### config.mk
export PLATFORM = sky130hd
export DESIGN_NAME = pd_ctrl
export DESIGN_NICKNAME = d
export VERILOG_FILES = /design/src/rtl/pd_pkg.sv /design/src/rtl/pd_wake_detect.sv /design/src/rtl/pd_hold_arb.sv /design/src/rtl/pd_cause_fsm.sv /design/src/rtl/pd_ctrl.sv
export SDC_FILE = /design/constraint.sdc
export NUM_CORES = 1
export LEC_CHECK = 0
export BUFFER_PORTS_ARGS = -buffer_cell sky130_fd_sc_hd__buf_2
export CAP_MARGIN = 25
export CORE_AREA = 2 2 39 41
export DETAILED_ROUTE_END_ITERATION = 10
export DIE_AREA = 0 0 41 43
export PLACE_DENSITY = 0.4
export SLEW_MARGIN = 15
export SYNTH_ARGS = -nofsm -noshare
export SYNTH_HDL_FRONTEND = slang
export SYNTH_SLANG_ARGS = --single-unit
### constraint.sdc
create_clock -name clk -period 1.43 [get_ports clk]
set_clock_uncertainty 0.05 [all_clocks]
set_input_delay 0.0715 -clock clk [delete_from_list [all_inputs] [get_ports clk]]
set_output_delay 0.0715 -clock clk [all_outputs]
set_load 0.02 [all_outputs]
### src/rtl/pd_pkg.sv
// Shared types for the power-down controller.
// Assumes: the entry cause needs only three encodings.
package pd_pkg;
    typedef enum logic [1:0] {
        PD_NONE = 2'd0,
        PD_HALT = 2'd1,
        PD_HOLD = 2'd2
    } pd_cause_t;
endpackage

### src/rtl/pd_wake_detect.sv
// Combines the interrupt request lines into one wake request.
// Assumes: the lines are already synchronous to clk, and masking is done upstream.
module pd_wake_detect #(
    parameter int NUM_IRQ = 5
) (
    input  logic [NUM_IRQ-1:0] irq_lines,
    output logic               wake
);
    logic [NUM_IRQ:0] chain;

    assign chain[0] = 1'b0;

    // OR chain across the request lines
    for (genvar i = 0; i < NUM_IRQ; i++) begin : g_or
        assign chain[i+1] = chain[i] | irq_lines[i];
    end

    assign wake = chain[NUM_IRQ];
endmodule

### src/rtl/pd_hold_arb.sv
// Grants the bus to another master and produces the pin-float enable.
// The grant waits for the end of a transfer, or happens at once while halted.
// The float enable turns on one clock after the grant. It turns off half a clock
// after the grant drops, through a falling-edge register.
// Assumes: hold_req and xfer_done are synchronous to the rising edge.
module pd_hold_arb (
    input  logic clk,
    input  logic rst_n,
    input  logic hold_req,
    input  logic xfer_done,
    input  logic halted,
    output logic hlda,
    output logic bus_float
);
    logic hlda_q;
    logic float_on_q;
    logic hlda_neg_q;
    logic bus_idle;

    assign bus_idle = xfer_done | halted;

    // Grant flip-flop, sampled on the rising edge
    always_ff @(posedge clk) begin
        if (!rst_n)
            hlda_q <= 1'b0;
        else if (!hold_req)
            hlda_q <= 1'b0;
        else if (bus_idle)
            hlda_q <= 1'b1;
    end

    // Float turns on one full clock after the grant
    always_ff @(posedge clk) begin
        if (!rst_n)
            float_on_q <= 1'b0;
        else
            float_on_q <= hlda_q;
    end

    // Copy of the grant on the falling edge, for the half-clock re-take
    always_ff @(negedge clk) begin
        if (!rst_n)
            hlda_neg_q <= 1'b0;
        else
            hlda_neg_q <= hlda_q;
    end

    assign hlda      = hlda_q;
    assign bus_float = float_on_q & hlda_neg_q;

    AST_GRANT_NEEDS_IDLE: assert property (@(posedge clk) disable iff (!rst_n)
        $rose(hlda_q) |-> ($past(hold_req) && $past(bus_idle))) else $error("grant without idle bus");

    AST_GRANT_HELD: assert property (@(posedge clk) disable iff (!rst_n)
        (hlda_q && hold_req) |=> hlda_q) else $error("grant dropped under request");

    AST_FLOAT_LAGS_GRANT: assert property (@(posedge clk) disable iff (!rst_n)
        $rose(float_on_q) |-> $past(hlda_q)) else $error("float before grant");
endmodule

### src/rtl/pd_cause_fsm.sv
// Records why the core is powered down and applies the release rule for that cause.
// A halt is released only by a wake request. A hold is released only by removing the request.
// Assumes: halt_stb is a one-cycle strobe from the instruction decoder.
module pd_cause_fsm
    import pd_pkg::*;
(
    input  logic      clk,
    input  logic      rst_n,
    input  logic      halt_stb,
    input  logic      hold_req,
    input  logic      hlda,
    input  logic      wake,
    output pd_cause_t cause
);
    pd_cause_t cause_q;
    pd_cause_t cause_d;

    // Next-cause selection by current cause
    always_comb begin
        cause_d = cause_q;
        unique case (cause_q)
            PD_NONE: begin
                if (halt_stb)
                    cause_d = PD_HALT;
                else if (hlda && hold_req)
                    cause_d = PD_HOLD;
            end
            PD_HALT: begin
                if (wake)
                    cause_d = PD_NONE;
            end
            PD_HOLD: begin
                if (!hold_req)
                    cause_d = PD_NONE;
            end
            default: cause_d = PD_NONE;
        endcase
    end

    // Cause register
    always_ff @(posedge clk) begin
        if (!rst_n)
            cause_q <= PD_NONE;
        else
            cause_q <= cause_d;
    end

    assign cause = cause_q;

    AST_HALT_ENTRY: assert property (@(posedge clk) disable iff (!rst_n)
        (cause_q == PD_NONE && halt_stb) |=> (cause_q == PD_HALT)) else $error("halt not entered");

    AST_HALT_WAKE: assert property (@(posedge clk) disable iff (!rst_n)
        (cause_q == PD_HALT && wake) |=> (cause_q == PD_NONE)) else $error("halt not released");

    AST_HALT_IGNORES_HOLD: assert property (@(posedge clk) disable iff (!rst_n)
        (cause_q == PD_HALT && !wake) |=> (cause_q == PD_HALT)) else $error("halt left without wake");

    AST_HOLD_IGNORES_IRQ: assert property (@(posedge clk) disable iff (!rst_n)
        (cause_q == PD_HOLD && hold_req) |=> (cause_q == PD_HOLD)) else $error("hold left under request");

    AST_HOLD_RELEASE: assert property (@(posedge clk) disable iff (!rst_n)
        (cause_q == PD_HOLD && !hold_req) |=> (cause_q == PD_NONE)) else $error("hold not released");
endmodule

### src/rtl/pd_ctrl.sv
// Top of the halt/hold power-down controller.
// Ties together the wake combiner, the bus-grant arbiter and the entry-cause tracker.
// Assumes: one clock domain, with all inputs synchronous to the rising edge.
module pd_ctrl
    import pd_pkg::*;
#(
    parameter int NUM_IRQ = 5
) (
    input  logic               clk,
    input  logic               rst_n,
    input  logic               halt_stb,
    input  logic               hold_req,
    input  logic               xfer_done,
    input  logic [NUM_IRQ-1:0] irq_lines,
    output logic               hlda,
    output logic               bus_float,
    output logic               core_clk_en,
    output logic               pd_active
);
    logic      wake;
    logic      halted;
    pd_cause_t cause;

    pd_wake_detect #(.NUM_IRQ(NUM_IRQ)) u_wake (
        .irq_lines (irq_lines),
        .wake      (wake)
    );

    assign halted = (cause == PD_HALT);

    pd_hold_arb u_arb (
        .clk       (clk),
        .rst_n     (rst_n),
        .hold_req  (hold_req),
        .xfer_done (xfer_done),
        .halted    (halted),
        .hlda      (hlda),
        .bus_float (bus_float)
    );

    pd_cause_fsm u_fsm (
        .clk      (clk),
        .rst_n    (rst_n),
        .halt_stb (halt_stb),
        .hold_req (hold_req),
        .hlda     (hlda),
        .wake     (wake),
        .cause    (cause)
    );

    assign pd_active   = (cause != PD_NONE);
    assign core_clk_en = ~pd_active;

    AST_HOLD_ENTRY: assert property (@(posedge clk) disable iff (!rst_n)
        (!pd_active && !halt_stb && hlda && hold_req) |=> pd_active) else $error("hold entry missed");

    AST_CLK_GATED: assert property (@(posedge clk) disable iff (!rst_n)
        $rose(pd_active) |-> !core_clk_en) else $error("clock runs in power-down");
endmodule

After elaboration in Yosys (flattened, before gate mapping)

Cells that the tools add are included.

Equal/unequal tests: 5
Reduce and logical (&&, ||, !) cells: 5
Multiplexer cells: 6
Bitwise operators: 7

Operators with widths:

| operator           | count |
|---|---|
| $mux 2             | 4 |
| $pmux 2 s3         | 1 |
| $or 1x1->1         | 5 |
| $ne 3x2->1 const B | 1 |
| $reduce_and 3->1   | 1 |
| $eq 2x1->1 const B | 1 |
| $eq 2x2->1 const B | 1 |
| $logic_not 2->1    | 1 |
| $ne 2x1->1 const B | 1 |
| $ne 2x2->1 const B | 1 |
| $reduce_and 2->1   | 1 |
| $reduce_bool 2->1  | 1 |
| $and 1x1->1        | 1 |
| $logic_and 1x1->1  | 1 |
| $mux 1             | 1 |
| $not 1->1          | 1 |

Bits in registers: 5
Output and inout port bits: 4
Word-level logic and storage cells: 27
Input port bits: 10

Longest topological paths before layout

Gate-level depths: netlist of the first run.

Depth after elaboration: 6
Gate-level depth with buffers: 2
Gate-level depth less buffers: 2

Modules after synthesis

A second synthesis of the first run with hierarchy kept.

Cell total of the unflattened synthesis: 22
Area total of the unflattened synthesis: 207.7 µm²

Modules (own cells, without submodules):

| module         | seq. area each (µm²) | area an instance (µm²) | cells an instance | times used |
|---|---|---|---|---|
| pd_cause_fsm   | 40.0                 | 88.8                   | 9                 | 1 |
| pd_hold_arb    | 60.1                 | 87.6                   | 7                 | 1 |
| pd_ctrl        | 0.0                  | 18.8                   | 3                 | 1 |
| pd_wake_detect | 0.0                  | 12.5                   | 3                 | 1 |

==> results of run 1 <==
[per-stage QoR]
step / utilization (%) / setup TNS, ps / area [um^2] / setup WS [ps] / total power [uW]
2_1_floorplan: - / 0 / 203 / 62.7 / 181
3_3_place_gp: 21.3 / 0 / 295 / 57.9 / 206
3_5_place_dp: 21.3 / 0 / 295 / 56.7 / 206
4_1_cts: 23.9 / -235 / 330 / -235 / 368
5_1_grt: 23.9 / -273 / 330 / -273 / 384
6_report: 23.9 / -227 / 330 / -227 / 360
[synthesized netlist by cell type]
| master | n |
|---|---|
| sky130_fd_sc_hd__a21oi_1 | 1 |
| sky130_fd_sc_hd__and2_1 | 2 |
| sky130_fd_sc_hd__a211oi_1 | 1 |
| sky130_fd_sc_hd__nand2_1 | 1 |
| sky130_fd_sc_hd__nand2b_1 | 2 |
| sky130_fd_sc_hd__dfxtp_1 | 5 |
| sky130_fd_sc_hd__nor2_1 | 2 |
| sky130_fd_sc_hd__inv_1 | 3 |
| sky130_fd_sc_hd__nor4b_2 | 2 |
| sky130_fd_sc_hd__a32o_2 | 1 |
[layer usage]
metal | part of all wire (%) | up-vias
met4 | 0 | 0
li1 | - | 102
met5 | 0 | -
met3 | 16 | 0
met1 | 48 | 74
met2 | 37 | 13
[report_power, final]
group	internal (uW)	switching, uW	total [uW]
Combinational	22.7	22.1	44.8
Clock	102	63.3	165
Sequential	146	3.42	150
Total	271	88.9	360
[critical path, cell delays in order (launching register included)]
cell and delay [ps]:
sky130_fd_sc_hd__dfxtp_1 280, sky130_fd_sc_hd__and2_4 120, sky130_fd_sc_hd__buf_6 120
[worst paths after layout]
path | cells after the start | to | slack [ps]
max reg2reg | 1 | u_arb.hlda_neg_q | 160
max | 2 | bus_float | -230
min | 3 | u_arb.hlda | 30
min reg2reg | 1 | u_arb.float_on_q | 420
[area by class of cell]
type                       instances  share of cell area, %
timing repair buffer              14                   23.9
sequential                         5                   30.7
clock buffer                       3                   6.82
multi-input combinational         12                   28.0
clock inverter                     2                   2.27
inverter                           2                   2.27
tap                               16                   6.06
[flip-flops by register name, summed over array words and instances (netlist names)]
| signal | count |
|---|---|
| u_fsm.cause | 2 |
| u_arb.float_on_q | 1 |
| u_arb.hlda | 1 |
| u_arb.hlda_neg_q | 1 |
[cells by family (layout without fill, tap and decap cells)]
group	Yosys count	in the layout	synth area share, %
AOI/OAI and AO/OA	3	3	11.8
buffers and inverters	3	21	5.59
DFF	5	5	49.7
and+or+nand+nor	9	9	32.9
[repair_timing]
action                                  4_1_cts  5_1_grt
resized for setup                             3        0
endpoints found under the setup margin        1        1
hold buffers                                  0        0
==> results.cfg, run 1 <==
[clock_network]
clock_tree.buffer_depth = 2
numClockSinks = 5
clock_tree_from_tritoncts = built
clk_root_buffer_cell = sky130_fd_sc_hd__clkbuf_4
cts.reportedPaths.clkPinSlew_ps = 40
htree_num_levels = 1
cts_made_buffers = 3
clock_latency_ps = 240
post-cts-setup-buffer-count = 0

[placed_design]
globalplace.congestion = 0.680
dp_hpwl_um = 355
placed_cells = 50
io_buffer_count = 13

[yosys]
synth-seq-cells = 5
yosys-top-cells-area = sky130_fd_sc_hd__dfxtp_1 (50%), sky130_fd_sc_hd__nor4b_2 (15%), sky130_fd_sc_hd__and2_1 (6.2%), sky130_fd_sc_hd__nand2b_1 (6.2%), sky130_fd_sc_hd__a32o_2 (5.6%)
syn_area_per_cell_um2 = 10.1
synth-warning-count = 0
syn_nets = 30
yosysSeqAreaShare_pct = 49.7
synth_largest_area_cell = sky130_fd_sc_hd__dfxtp_1
syn_inst = 20
syn-cell-area_um2 = 201
post_synth_num_cell_types = 10
netlist.area_leader.share_pct = 49.7

[power]
power-per-cell-area_mw_per_mm2 = 1090
leakage_power_total_uw = 0.000164
peakVddDrop_v = 0.000339

[floorplan]
fp-row-count = 14
horizontal_die_dimension_um = 41
coreArea_mm2 = 0.00138
design.die.area_mm2 = 0.00176
chipHeight_um = 43
ios = 14
initial_core_utilization_pct = 14.6

[layout]
drive_gt1_share_pct = 57.9
fin_nets = 49
final_common_cell = sky130_fd_sc_hd__buf_2
final.fill_count = 152
layout_stage_area_growth_over_the_synthesis_result_pct = 64.0
final-instance-count-excl-fill = 54
multi_input_comb_area_um2 = 92.6
ff_latch_area_um2 = 101
antenna_cells_inserted = 0
most-common-layout-cells = sky130_fd_sc_hd__buf_2 (12), sky130_fd_sc_hd__inv_1 (4), sky130_fd_sc_hd__dfxtp_1 (4)

[global_route]
use_met1_pct = 6.71
grt_start_max_net_pins = 5
grt_util_met3_pct = 4.71
number_of_antenna_violations_at_the_first_check_in_global_routing = 0
grt_util_all_layers_pct = 5.51
first_global_vias = 167
grt_overflow = 0
first_pass_grt_wire_length_um = 621
most_crowded_layer_gr = met2
grt_use_met2_pct = 6.88

[critical_path]
critical_path.startpoint = u_arb.hlda_neg_q
worstSetupEndpointType = output port
worst-endpoint-arrival_ps = 1540
r2r_start = u_arb.hlda
worst-path-max-fanout = 1
sort_of_element_at_the_start_of_the_critical_path = flip-flop
criticalPathCategory = flip-flop to output port
cp_data_required_time_ps = 1310

[run]
maxCapViolations = 0

[timing]
grt_setup_unrepaired = yes
slew_violations = 0
setup-violations-final = 1
measured_slew_at_the_worst_slew_check_pin_ps = 226
finalWorstSetupSlack_ps = -227
timing_hold_violations_final = 0
relSlewSlack_pct = 84.9
fin_worst_hold_slack_ps = 30.9

[run_status]
outcome = finished, violations left
failed_checks = setup timing

[detailed_routing]
wire_per_inst_um = 8.06
avgViaCountPerCell = 3.50
route.vias.total = 189
detail-route-antenna-nets = 0
detail_route.first_pass.iterations = 1
routed_wl_um = 435
drt-initial-drc-count = 0
remaining_drc_errors = 0

[worst_hold_path]
worst_hold_startpoint = xfer_done
hold_path.class = primary input to flip-flop
No activity file was read; power rests on OpenSTA's default activity.
==> run 2: changes to the inputs <==
--- a/config.mk
+++ b/config.mk
@@ -5,12 +5,13 @@
 export SDC_FILE = /design/constraint.sdc
 export NUM_CORES = 1
 export LEC_CHECK = 0
+export ABC_AREA = 1
 export BUFFER_PORTS_ARGS = -buffer_cell sky130_fd_sc_hd__buf_2
 export CAP_MARGIN = 25
 export CORE_AREA = 2 2 39 41
 export DETAILED_ROUTE_END_ITERATION = 10
 export DIE_AREA = 0 0 41 43
-export PLACE_DENSITY = 0.4
+export PLACE_DENSITY = 0.45
 export SLEW_MARGIN = 15
 export SYNTH_ARGS = -nofsm -noshare
 export SYNTH_HDL_FRONTEND = slang
==> results.cfg, run 2 <==
[power]
peakVddDrop_v = 0.000289
leakage_power_total_uw = 0.000245
power-per-cell-area_mw_per_mm2 = 1060

[critical_path]
regToRegSetupSlack_ps = 180
worstSetupEndpointType = output port
worst-path-max-fanout = 1
criticalPathCategory = flip-flop to output port
cp_data_required_time_ps = 1310
r2r_start = u_arb.hlda
worst-endpoint-arrival_ps = 1520
worst_r2r_path_depth = 2
r2r_end = u_arb.hlda_neg_q
critical_path.startpoint = u_arb.hlda_neg_q
sort_of_element_at_the_start_of_the_critical_path = flip-flop

[global_route]
grt_util_all_layers_pct = 8.02
first_pass_grt_wire_length_um = 848
first_global_vias = 247
number_of_antenna_violations_at_the_first_check_in_global_routing = 0
grt_start_max_net_pins = 6
grt_overflow = 0

[layout]
layout_stage_area_growth_over_the_synthesis_result_pct = 45.5
fin_nets = 68
final-instance-count-excl-fill = 73
largest_register_ff_count = 2
finish.utilization_pct = 27.5
antenna_cells_inserted = 0
most-common-layout-cells = sky130_fd_sc_hd__inv_1 (12), sky130_fd_sc_hd__nand2_1 (12), sky130_fd_sc_hd__buf_2 (12)
final.fill_count = 159
drive_gt1_share_pct = 36.8

[yosys]
syn-cell-area_um2 = 262
post_synth_num_cell_types = 10
synth_most_common_cell = sky130_fd_sc_hd__nand2_1
async_reset_ff_share_pct = 0
synth-adder-area-share_pct = 0
synth_common_cells = sky130_fd_sc_hd__nand2_1 (12), sky130_fd_sc_hd__inv_1 (11), sky130_fd_sc_hd__dfxtp_1 (5), sky130_fd_sc_hd__nor2_1 (5), sky130_fd_sc_hd__a21oi_1 (2)
portion_of_netlist_area_occupied_by_mux_cells_pct = 0
combinational_family_with_the_most_area_after_synthesis = simple AND/OR/NAND/NOR gates
synth_compound_area_share_pct = 3.83
yosys.area_share.xor_xnor_pct = 0
synth-simple-area-share_pct = 35.4
syn_inst = 40
synth-seq-cells = 5
synth_largest_area_cell = sky130_fd_sc_hd__dfxtp_1
syn_area_per_cell_um2 = 6.54
syn_nets = 50
synth-main-ff-cell = sky130_fd_sc_hd__dfxtp_1
netlist.area_leader.share_pct = 38.3
synth-warning-count = 0
yosys-top-cells-area = sky130_fd_sc_hd__dfxtp_1 (38%), sky130_fd_sc_hd__nand2_1 (17%), sky130_fd_sc_hd__inv_1 (16%), sky130_fd_sc_hd__nor2_1 (7.2%), sky130_fd_sc_hd__bufinv_8 (6.7%)
yosysSeqAreaShare_pct = 38.3
synth-edff-count = 0

[clock_network]
numClockSinks = 5
htree_num_levels = 1
clock_tree.buffer_depth = 2
clk_root_buffer_cell = sky130_fd_sc_hd__clkbuf_4
post_cts_hold_buffer_count = 0
clock_latency_ps = 240
clock_tree_from_tritoncts = built
cts.reportedPaths.clkPinSlew_ps = 40
cts_made_buffers = 3

[floorplan]
design.die.area_mm2 = 0.00176
initial_core_utilization_pct = 18.9
horizontal_die_dimension_um = 41
ios = 14
chipHeight_um = 43
fp-row-count = 14
coreArea_mm2 = 0.00138

[detailed_routing]
route.vias.total = 260
remaining_drc_errors = 0
wire_per_inst_um = 6.84
drt-initial-drc-count = 1
avgViaCountPerCell = 3.56
detail_route.first_pass.iterations = 2
routed_wl_um = 499
detail-route-antenna-nets = 0

[timing]
measured_slew_at_the_worst_slew_check_pin_ps = 221
timing_hold_violations_final = 0
finalWorstSetupSlack_ps = -207
setup-violations-final = 1
slew_violations = 0
grt_setup_unrepaired = yes
setup-tns-final_ps = -207
relSlewSlack_pct = 85.3

[run_status]
outcome = finished, violations left
failed_checks = setup timing

[placed_design]
globalplace.congestion = 0.723
placed_cells = 69
io_buffer_count = 13
place_worst_setup_slack_ps = 67.9

[run]
maxCapViolations = 0

[worst_hold_path]
depth_of_the_worst_hold_timing_path = 3
hold-path-endpoint = u_arb.float_on_q
worst_hold_startpoint = rst_n
hold_path.class = primary input to flip-flop
[run 2: cell types whose count changed after synthesis, sizes merged]
cell | before | now
nand2b | 2 | 0
nor2 | 2 | 6
a32o | 1 | 0
nor4b | 2 | 0
bufinv | 0 | 1
nand4 | 0 | 1
a21oi | 1 | 2
and2 | 2 | 0
a211oi | 1 | 0
nand3 | 0 | 1
nand2 | 1 | 13
inv | 3 | 11
[run 2: what timing repair did]
item                                    in CTS  in global routing
endpoints found under the setup margin       1                  1
setup buffers                                0                  0
gates resized for setup                      3                  0
[run 2: power by group]
| part | total (uW) | switching (uW) | internal [uW] | leakage, uW |
|---|---|---|---|---|
| Combinational | 82.2 | 46.5 | 35.6 | 0.000179 |
| Sequential | 155 | 5.53 | 150 | 0.0000416 |
| Clock | 164 | 62.5 | 102 | 0.0000245 |
| Total | 402 | 115 | 287 | 0.000245 |
[run 2: how the worst max path moves through the flow]
stage,to,cells after the start
6_report,bus_float,3
5_1_grt,bus_float,3
4_1_cts,bus_float,3
3_5_place_dp,bus_float,3
3_3_place_gp,bus_float,3
2_1_floorplan,u_arb.hlda_neg_q,2
[run 2: critical path, stage by stage, from the launching register on]
cell	delay (ps)
sky130_fd_sc_hd__dfxtp_2	300
sky130_fd_sc_hd__nand2_1	40
sky130_fd_sc_hd__inv_1	50
sky130_fd_sc_hd__buf_6	110
[run 2: layout make-up]
| type | count | area, um^2 | share of cell area, % |
|---|---|---|---|
| Sequential cell | 5 | 101 | 26.6 |
| Tap cell | 16 | 20.0 | 5.26 |
| Clock inverter | 2 | 7.51 | 1.97 |
| Multi-Input combinational cell | 23 | 103 | 27.0 |
| Timing Repair Buffer | 13 | 71.3 | 18.7 |
| Inverter | 11 | 55.1 | 14.5 |
| Clock buffer | 3 | 22.5 | 5.92 |
[run 2: cell families (layout without fill, tap and decap cells)]
family                 after synthesis  count (layout)
AOI/OAI and AO/OA                    2               2
DFF                                  5               5
buffers and inverters               12              29
and+or+nand+nor                     21              21
[run 2: through the flow]
step                power (uW)  area [um^2]  hold WS, ps
CTS                        411          380         10.6
detailed placement         249          347          273
global placement           249          347          268
finish                     402          380         16.7
floorplan                  219          262          132
global route               432          380         30.5
[run 2: layer usage]
layer / track usage, % / wire length [um]
met4: 12.0 / 27
met5: 0 / 0
met1: 8.97 / 232
met3: 3.66 / 36
met2: 8.44 / 204
==> run 3: changes to the inputs <==
==> constraint.sdc (replaced) <==
create_clock -name clk -period 1.43 [get_ports clk]
set_clock_uncertainty 0.05 [all_clocks]
set_input_delay 0.143 -clock clk [delete_from_list [all_inputs] [get_ports clk]]
set_output_delay 0.143 -clock clk [all_outputs]
set_load 0.02 [all_outputs]
==> results.cfg, run 3 (synthesis gave the netlist of run 2 again) <==
[floorplan]
horizontal_die_dimension_um = 41
coreArea_mm2 = 0.00138
chipHeight_um = 43
initial_core_utilization_pct = 18.9
fp-row-count = 14
ios = 14
design.die.area_mm2 = 0.00176

[critical_path]
r2r_end = u_arb.hlda_neg_q
worst_setup_path_endpoint = bus_float
worst_r2r_path_depth = 2
worst-path-max-fanout = 1
worst-endpoint-arrival_ps = 1510
critical_path.startpoint = u_arb.hlda_neg_q
criticalPathCategory = flip-flop to output port
cp_data_required_time_ps = 1240
r2r_start = u_arb.hlda
sort_of_element_at_the_start_of_the_critical_path = flip-flop
worstSetupEndpointType = output port
regToRegSetupSlack_ps = 190

[layout]
antenna_cells_inserted = 0
fin_area_um2 = 379
largest_register_ff_count = 2
most-common-layout-cells = sky130_fd_sc_hd__nand2_1 (12), sky130_fd_sc_hd__buf_2 (12), sky130_fd_sc_hd__inv_1 (11)
drive_gt1_share_pct = 36.8
layout_stage_area_growth_over_the_synthesis_result_pct = 45.0
fin_nets = 68

[run_status]
outcome = finished, violations left
failed_checks = setup timing

[timing]
grt_setup_unrepaired = yes
measured_slew_at_the_worst_slew_check_pin_ps = 207
relSlewSlack_pct = 86.2
timing_hold_violations_final = 0
finalWorstSetupSlack_ps = -272
setup-violations-final = 1
slew_violations = 0

[power]
peakVddDrop_v = 0.000231
leakage_power_total_uw = 0.000242
power-per-cell-area_mw_per_mm2 = 1050

[placed_design]
dpl-instance-area_um2 = 347
io_buffer_count = 13
dp_hpwl_um = 426
place_worst_setup_slack_ps = 10.8
globalplace.congestion = 0.714

[detailed_routing]
avgViaCountPerCell = 3.52
route.vias.total = 257
detail-route-antenna-nets = 0
drt-initial-drc-count = 0
detail_route.first_pass.iterations = 1
remaining_drc_errors = 0
wire_per_inst_um = 6.59
routed_wl_um = 481

[clock_network]
post-cts-setup-buffer-count = 0
cts.reportedPaths.clkPinSlew_ps = 50
clock_latency_ps = 240
clk_root_buffer_cell = sky130_fd_sc_hd__clkbuf_4
clock_tree_from_tritoncts = built
post_cts_hold_buffer_count = 0
htree_num_levels = 1
clock_tree.buffer_depth = 2
post_cts_resize_count = 2
numClockSinks = 5
cts_made_buffers = 3

[global_route]
first_pass_grt_wire_length_um = 952
grt_overflow = 0
grt_util_all_layers_pct = 8.72
first_global_vias = 249
grt_start_max_net_pins = 6
number_of_antenna_violations_at_the_first_check_in_global_routing = 0

[worst_hold_path]
worst_hold_startpoint = rst_n
hold_path.class = primary input to flip-flop

[run]
maxCapViolations = 0
-- run 3: report_power, final --
part	internal (uW)	switching, uW
Sequential	149	5.69
Clock	102	60.9
Combinational	35.6	46.5
Total	287	113
-- run 3: per-layer routing --
layer	share of wire (%)	vias to the layer above	global-route usage [%]
met2	44	10	9.69
met3	5.2	0	4.71
met4	0	0	10.0
met1	50	100	10.2
li1	-	147	-
met5	0	-	0
-- run 3: worst min-delay path by stage --
stage	endpoint	slack, ps	cells past startpoint
global placement	u_arb.float_on_q	340	3
detailed placement	u_arb.float_on_q	340	3
finish	u_arb.float_on_q	90	3
floorplan	u_arb.float_on_q	200	2
global route	u_arb.hlda	90	3
CTS	u_arb.hlda	80	3
-- run 3: layout make-up --
type,count,area (um^2)
fillers,164,1000
repair buffers,13,71.3
flip-flops and latches,5,100
clock buffers,3,22.5
inverters,11,55.1
well taps,16,20.0
multi-input cells,23,103
clock inverters,2,7.51
-- run 3: critical path: stages, from the launching register on --
cell	delay [ps]
sky130_fd_sc_hd__dfxtp_1	290
sky130_fd_sc_hd__nand2_1	60
sky130_fd_sc_hd__inv_2	50
sky130_fd_sc_hd__buf_6	100
-- run 3: stage by stage --
stage	TNS [ps]	total power (uW)	hold WS [ps]	utilization (%)	instances
6_report	-272	400	90.8	27.4	73
5_1_grt	-354	442	92.8	27.4	73
2_1_floorplan	0	219	203	-	40
3_3_place_gp	0	249	339	25.0	69
3_5_place_dp	0	249	338	25.0	69
4_1_cts	-285	409	81.2	27.4	73
